File: src/rtl/frac_mul_rs_pkg.sv
// Package: shared types of the rounding saturating fractional multiplier.
// Assumes: the encoding below is the one driven on the top-level mode port.
package frac_mul_rs_pkg;

    // Rounding policy selector; the value 3 is an alias of truncation.
    typedef enum logic [1:0] {
        RND_TRUNC     = 2'b00,
        RND_HALF_UP   = 2'b01,
        RND_EVEN      = 2'b10,
        RND_TRUNC_ALT = 2'b11
    } rnd_mode_e;

endpackage

File: src/rtl/frac_mul_rs_product.sv
// Module: full-precision signed product of two W-bit fractions.
// Assumes: operands are two's complement; the product is exact in 2W bits.
module frac_mul_rs_product #(
    parameter int W = 16
) (
    input  logic signed [W-1:0]   mul_a,
    input  logic signed [W-1:0]   mul_b,
    output logic signed [2*W-1:0] full_prod
);

    localparam int PW = 2 * W;

    logic signed [PW-1:0] ext_a;
    logic signed [PW-1:0] ext_b;

    // Purpose: sign-extend both operands to the product width.
    always_comb begin
        ext_a = PW'(mul_a);
        ext_b = PW'(mul_b);
    end

    // Purpose: exact double-width multiply (low half of extended product).
    assign full_prod = ext_a * ext_b;

endmodule

File: src/rtl/frac_mul_rs_rounder.sv
// Module: reduces a 2W-bit fractional product to W+2 bits by rounding.
// Assumes: W >= 4; output is the kept part (product bits 2W-1..W-1,
// sign-extended by one bit) plus the increment of the selected policy.
module frac_mul_rs_rounder
    import frac_mul_rs_pkg::*;
#(
    parameter int W = 16
) (
    input  logic signed [2*W-1:0] full_prod,
    input  rnd_mode_e             mode,
    output logic signed [W+1:0]   rounded
);

    localparam int PW   = 2 * W;
    localparam int KW   = W + 2;     // kept width with headroom
    localparam int GPOS = W - 2;     // most significant discarded bit

    logic signed [KW-1:0] kept_ext;
    logic                 guard_bit;
    logic                 sticky_bit;
    logic                 kept_lsb;
    logic                 inc;

    // Purpose: kept part with one extra sign bit so +1 cannot wrap.
    assign kept_ext  = {full_prod[PW-1], full_prod[PW-1:W-1]};
    assign guard_bit = full_prod[GPOS];
    assign kept_lsb  = full_prod[W-1];

    // Purpose: OR of the discarded bits below the guard bit, if any exist.
    generate
        if (GPOS >= 1) begin : g_sticky
            assign sticky_bit = |full_prod[GPOS-1:0];
        end else begin : g_no_sticky
            assign sticky_bit = 1'b0;
        end
    endgenerate

    // Purpose: choose the rounding increment from the selected policy.
    always_comb begin
        case (mode)
            RND_HALF_UP: inc = guard_bit;
            RND_EVEN:    inc = guard_bit & (sticky_bit | kept_lsb);
            default:     inc = 1'b0;
        endcase
    end

    // Purpose: apply the increment to the kept part.
    assign rounded = kept_ext + {{(KW-1){1'b0}}, inc};

endmodule

File: src/rtl/frac_mul_rs_saturate.sv
// Module: clamps a W+2 bit signed value into the W-bit fractional range.
// Assumes: input is the rounded product; out-of-range sets the flag.
module frac_mul_rs_saturate #(
    parameter int W = 16
) (
    input  logic signed [W+1:0] wide_val,
    output logic [W-1:0]        sat_val,
    output logic                sat_hit
);

    localparam logic [W-1:0] MAX_POS = {1'b0, {(W-1){1'b1}}};
    localparam logic [W-1:0] MAX_NEG = {1'b1, {(W-1){1'b0}}};

    logic [2:0] top_bits;
    logic       fits;

    // Purpose: value fits when the three top bits are a pure sign extension.
    assign top_bits = wide_val[W+1:W-1];
    assign fits     = (&top_bits) | ~(|top_bits);

    // Purpose: pass through or clamp toward the sign of the wide value.
    always_comb begin
        sat_hit = ~fits;
        if (fits) begin
            sat_val = wide_val[W-1:0];
        end else if (wide_val[W+1]) begin
            sat_val = MAX_NEG;
        end else begin
            sat_val = MAX_POS;
        end
    end

endmodule

File: src/rtl/frac_mul_rs.sv
// Module: top of the rounding saturating fractional multiplier.
// Does: product -> rounding (selected policy) -> saturation -> register.
// Assumes: W >= 4; synchronous active-low reset; one cycle latency;
// the output register holds its value when no operation is accepted.
module frac_mul_rs
    import frac_mul_rs_pkg::*;
#(
    parameter int W = 16
) (
    input  logic         clk,
    input  logic         rst_n,
    input  logic         in_valid,
    input  logic [W-1:0] op_a,
    input  logic [W-1:0] op_b,
    input  logic [1:0]   round_mode,
    output logic         out_valid,
    output logic [W-1:0] result,
    output logic         ovf
);

    localparam int PW = 2 * W;

    logic signed [PW-1:0] full_prod;
    logic signed [W+1:0]  rounded;
    logic [W-1:0]         sat_val;
    logic                 sat_hit;
    rnd_mode_e            mode_sel;

    // Purpose: map the raw mode pins onto the policy type.
    assign mode_sel = rnd_mode_e'(round_mode);

    frac_mul_rs_product #(.W(W)) product_i (
        .mul_a     (op_a),
        .mul_b     (op_b),
        .full_prod (full_prod)
    );

    frac_mul_rs_rounder #(.W(W)) rounder_i (
        .full_prod (full_prod),
        .mode      (mode_sel),
        .rounded   (rounded)
    );

    frac_mul_rs_saturate #(.W(W)) saturate_i (
        .wide_val (rounded),
        .sat_val  (sat_val),
        .sat_hit  (sat_hit)
    );

    // Purpose: output register; loads on a valid operation, else holds.
    always_ff @(posedge clk) begin
        if (!rst_n) begin
            out_valid <= 1'b0;
            result    <= '0;
            ovf       <= 1'b0;
        end else begin
            out_valid <= in_valid;
            if (in_valid) begin
                result <= sat_val;
                ovf    <= sat_hit;
            end
        end
    end

endmodule

File: config.mk
export PLATFORM = sky130hd
export DESIGN_NAME = frac_mul_rs
export DESIGN_NICKNAME = d
export VERILOG_FILES = /design/src/rtl/frac_mul_rs_pkg.sv /design/src/rtl/frac_mul_rs_product.sv /design/src/rtl/frac_mul_rs_rounder.sv /design/src/rtl/frac_mul_rs_saturate.sv /design/src/rtl/frac_mul_rs.sv
export SDC_FILE = /design/constraint.sdc
export NUM_CORES = 1
export LEC_CHECK = 0
export BUFFER_PORTS_ARGS = -buffer_cell sky130_fd_sc_hd__buf_2
export CORE_MARGIN = 4
export CORE_UTILIZATION = 35
export CTS_CLUSTER_DIAMETER = 60
export DETAILED_ROUTE_END_ITERATION = 16
export SLEW_MARGIN = 25
export SYNTH_ARGS = -nofsm -noshare
export SYNTH_HDL_FRONTEND = slang
export SYNTH_SLANG_ARGS = --single-unit
export TNS_END_PERCENT = 50
File: constraint.sdc
create_clock -name clk -period 10.62 [get_ports clk]
set_input_delay 1.062 -clock clk [delete_from_list [all_inputs] [get_ports clk]]
set_output_delay 1.062 -clock clk [all_outputs]
set_load 0.1 [all_outputs]
==> summary.txt, run 1 <==
Status: finished, final reports clean
Starting DRT DRC Count: 350
CP arrival: 8.70 ns
Post-synth top flop: dfxtp_1
Avg WL per Cell: 15.38 um
Fillers: 3,306
Synth warn: 0
Async set or reset register ratio after synthesis: 0
Crit start category: primary input
CP required: 10.72 ns
CP max FO: 16
Placed standard-cell area: 0.01223 sq mm
Die area: 0.03618 sq mm
Clock root buffer master: clkbuf_16
Layout cell share with drive strength beyond 1: 0.07628
Setup repair bufs after CTS: 0
First-pass GRT wire length: 47.24 mm
Syn Inst Count: 1,301
# rows: 66
Number of global-route vias before repair: 9,571
Largest net degree at the start of global routing: 28
FF/Latch Area: 360.3 sq um
Worst path slowest cell: o221ai_4
Footprint of the multi-input gates: 0.009899 sq mm
Initial antenna violation count: 0
DRT Wirelength: 26.96 mm
PortBufs: 54
Die X-Extent: 190.2 um
Post-synth EDFFs: 0
Dpl cells: 1,750
Drt first pass iters: 5
Final Max Tran Viols: 0
Final TNS setup: 0 ns
Layout area overhead: 5.879%
Minimum clock period: 8.600 ns
Total core area: 0.03262 sq mm
Hold Path Class: register to register
Worst-margin pin slew: 0.9778 ns
Vias per cell: 4.900
Total global-route track usage: 0.1585
Leading cell type in the layout, fill and taps excluded: inv_1
Syn_area_per_cell: 8.932 sq um
Crit end category: register
Unrepaired setup endpoints after global routing: false
Bufs on Longest Clock Path: 2
Num CTS Buffers: 3
Period Utilization, post-route: 0.8098
Skew final: 0 ns
Syn Nets: 1,686
Most frequent cells in the layout: 305 x inv_1, 262 x fa_1, 172 x nand2_1
Post-layout instance area: 0.01230 sq mm
Fmax: 116.3 MHz
GRT Residual Overflow: 0
Final Hold Viols: 0
Final net count: 1,698
MaxCap Viol Count: 0
Die Y: 190.2 um
Yosys cell types: 75
Via Count: 8,590
H-tree levels: 1
Worst skew pair latency: 0.25 ns
Layout Cells excl Fill: 1,753
Starting Density: 0.3562
Clk slew on worst S/H paths: 0.05 ns
DRT antenna net count: 0
Max-Slew Margin vs Limit: 0.3452
CTS Hold Bufs: 0
GPL Wtd Cong: 0.8526
CTS Sinks: 18
Seq cells post-synth: 18
Synthesized cell area: 0.01162 sq mm
CTS resizes: 0
TritonCTS clock tree: yes
DR DRC count: 0
Max incr delay on CP: 0.58 ns
CP Class: primary input to register
I/O Pins: 55
Ant. Diodes: 0
Sequential area share after synthesis: 0.03101
# setup viols final: 0
HPWL after detailed placement: 22.82 mm
## Yosys cell counts (all sizes together) (8+ instances only)
master	instances	area share
and2	116	0.062
dfxtp	18	0.031
nand4	8	0.0048
xor2	18	0.014
buf	11	0.0071
inv	305	0.099
a22oi	15	0.015
a31oi	8	0.0061
o211ai	12	0.0078
clkbuf	36	0.012
xnor2	21	0.016
a21oi	38	0.017
a21o	8	0.0052
and3	8	0.0047
nand2b	18	0.0097
nand2	175	0.057
nand3	8	0.0034
nor3	18	0.0082
nor2	23	0.0076
fa	262	0.45
o21ai	26	0.011
ha	86	0.093
## cell type report
cell class | instances | share of cell area
Multi-Input combinational cell | 931 | 0.8046
Inverter | 305 | 0.09305
Tap cell | 442 | 0.04495
Sequential cell | 18 | 0.02929
Timing Repair Buffer | 54 | 0.02197
Clock buffer | 3 | 0.006102
## worst paths after layout
kind | from | to | slack, ns | depth (start not counted)
worst min-delay path | result[15] | result[15] | 0.48 | 2
worst min register to register | result[15] | result[15] | 0.48 | 2
worst max-delay path | op_b[1] | ovf | 2.02 | 30
worst max register to register | result[14] | result[14] | 9.68 | 3
## critical path, delay by kind of cell
family	cells	cell delay, ns
adder cells (fa/ha/maj)	9	3.89
AND/OR/NAND/NOR	6	1.26
AO/OA/AOI/OAI	6	1.44
buffers and inverters	7	0.64
XOR/XNOR	2	0.39
## logic make-up (layout without fill, tap and decap cells)
logic type               after synthesis  count (layout)  synth area share
multiplexers                           2               2          0.002153
buffers and inverters                352             362            0.1173
AO/OA/AOI/OAI                        145             145            0.1010
XOR/XNOR                              40              40           0.03198
AND/OR/NAND/NOR                      396             396            0.1726
adder cells (fa/ha/maj)              348             348            0.5440
flip-flops                            18              18           0.03101
## per-layer routing
layer / GRT usage / up-vias / part of all wire
li1: - / 3987 / -
met1: 0.2025 / 4418 / 0.41
met2: 0.3001 / 145 / 0.54
met3: 0.006239 / 40 / 0.022
met4: 0.03149 / 0 / 0.025
met5: 0 / - / 0
## flip-flops by register name, summed over array words and instances (netlist names)
signal,cells
out_valid,1
ovf,1
result,16
## through the flow
step	utilization	hold WS (ns)	worst slack (ns)
4_1_cts	0.3772	0.4791	1.954
3_3_place_gp	0.3749	0.4556	1.779
6_report	0.3772	0.4782	2.020
2_1_floorplan	-	0.8857	2.742
5_1_grt	0.3772	0.5160	1.448
3_5_place_dp	0.3749	0.4643	1.696
Power of run 1 is left out: the tool's default activity adds up to more than one toggle a clock period on the data nets, which glitch-free logic cannot reach.
==> run 2: changes to the inputs <==
clock period = 8.26 ns   (was 10.62 ns; I/O delays follow)
==> run 2 against run 1 <==
Compared with the run above:
- routed wire length decreased by 0.76%
- non-clock buffer count grew 27
- critical path type unchanged
- critical endpoint unchanged
- core utilization up 0.77 points
==> summary.txt, run 2 (same netlist as run 1, synthesis figures left out) <==
Status: finished, final reports clean
Worst skew pair latency: 0.24 ns (about the same)
Dpl cells: 1,774 (+1.4%)
Final net count: 1,725 (+1.6%)
Ant. Diodes: 0 (unchanged)
Crit start category: primary input
Num CTS Buffers: 3 (unchanged)
DP Worst Slack: -0.1183 ns (-1.815 ns)
CP max FO: 10 (-6)
First-pass GRT wire length: 46.51 mm (-1.5%)
Die area: 0.03618 sq mm (unchanged)
# setup viols final: 0 (unchanged)
CTS Hold Bufs: 0 (unchanged)
Vias per cell: 4.834 (-1.4%)
Total core area: 0.03262 sq mm (unchanged)
CP arrival: 7.91 ns (-0.79 ns)
Starting Density: 0.3562 (unchanged)
Minimum clock period: 7.779 ns
GRT Residual Overflow: 0 (unchanged)
DRT Wirelength: 26.75 mm (-0.76%)
Post-layout util: 0.3849 (+0.007710)
I/O Pins: 55 (unchanged)
Largest register FFs: 16 (unchanged)
Layout area overhead: 8.043%
DR DRC count: 0 (unchanged)
Clock root buffer master: clkbuf_16
H-tree levels: 1 (unchanged)
Die X-Extent: 190.2 um (unchanged)
CP Class: primary input to register
Final Hold Viols: 0 (unchanged)
Total global-route track usage: 0.1563 (-0.002214)
Layout Cells excl Fill: 1,780 (+1.5%)
MaxCap Viol Count: 0 (unchanged)
Final Max Tran Viols: 0 (unchanged)
Starting DRT DRC Count: 438 (+25%)
Max incr delay on CP: 0.58 ns (about the same)
Avg WL per Cell: 15.03 um (-2.3%)
TritonCTS clock tree: yes
HPWL after detailed placement: 23.57 mm (+3.3%)
Die Y: 190.2 um (unchanged)
Fmax: 128.6 MHz
Largest net degree at the start of global routing: 28 (unchanged)
CP dominant cell by count: fa_1
Number of global-route vias before repair: 9,504 (-0.70%)
CP required: 8.39 ns (-2.33 ns)
Hold Path Class: register to register
Clk slew on worst S/H paths: 0.05 ns (about the same)
Period Utilization, post-route: 0.9418
Crit end category: register
PortBufs: 54 (unchanged)
Drt first pass iters: 4 (-1)
CTS Sinks: 18 (unchanged)
Layout cell share with drive strength beyond 1: 0.09865 (+0.02238)
Most frequent cells in the layout: 305 x inv_1, 262 x fa_1, 172 x nand2_1
Via Count: 8,604 (+0.16%)
Bufs on Longest Clock Path: 2 (unchanged)
Unrepaired setup endpoints after global routing: false
Max-Slew Margin vs Limit: 0.3526 (+0.007380)
DRT antenna net count: 0 (unchanged)
Biggest register: result
Worst path slowest cell: fa_1
Leading cell type in the layout, fill and taps excluded: inv_1
Fillers: 3,376 (+2.1%)
Skew final: 0 ns (unchanged)
Initial antenna violation count: 0 (unchanged)
Worst-margin pin slew: 0.9668 ns (-0.01102 ns)
GPL Wtd Cong: 0.8601 (+0.88%)
Final setup margin: 0.4810 ns (-1.539 ns)
# rows: 66 (unchanged)
Biggest regs: result: 16 flops, out_valid: 1 flops, ovf: 1 flops
## run 2: timing repair
action | CTS | global route
gates resized for setup | 0 | 9
setup buffers | 0 | 3
endpoints found under the setup margin | 0 | 16
## run 2: layout make-up
| class | count | area [sq um] | share of cell area |
|---|---|---|---|
| clock buffers | 3 | 75.07 | 0.005980 |
| inverters | 305 | 1145 | 0.09119 |
| multi-input cells | 931 | 9931 | 0.7910 |
| flip-flops and latches | 18 | 360.3 | 0.02870 |
| well taps | 442 | 553.0 | 0.04405 |
| repair buffers | 81 | 490.5 | 0.03907 |
## run 2: stage by stage
step | instance area (sq um) | hold WS, ns | TNS, ns
after floorplan | 11620 | 0.8857 | 0
after global placement | 12410 | 0.4470 | 0
after detailed placement | 12410 | 0.4497 | -1.080
after CTS | 12480 | 0.4630 | 0
after global routing | 12550 | 0.4943 | 0
final | 12550 | 0.4617 | 0
## run 2: routing by layer
layer,vias up,global-route usage,routed length [um]
met5,-,0,0
met4,0,0.02238,373
met3,23,0.008991,695
met2,109,0.2949,14330
met1,4439,0.2023,11350
li1,4033,-,-
## run 2: worst max-delay path, delay by kind of cell
kind	cells	cell delay, ns
and+or+nand+nor	8	1.06
adders and majority gates	9	3.57
buffers and inverters	7	0.87
AOI/OAI and AO/OA	7	1.35
xor gates and xnor gates	2	0.27
## run 2: final timing paths
| path | start | end | slack, ns | cells after the start |
|---|---|---|---|---|
| max | op_b[2] | ovf | 0.48 | 33 |
| min reg2reg | ovf | ovf | 0.46 | 2 |
| min | ovf | ovf | 0.46 | 2 |
| max reg2reg | result[14] | result[14] | 7.32 | 3 |
Power of run 2 is left out for the same reason.
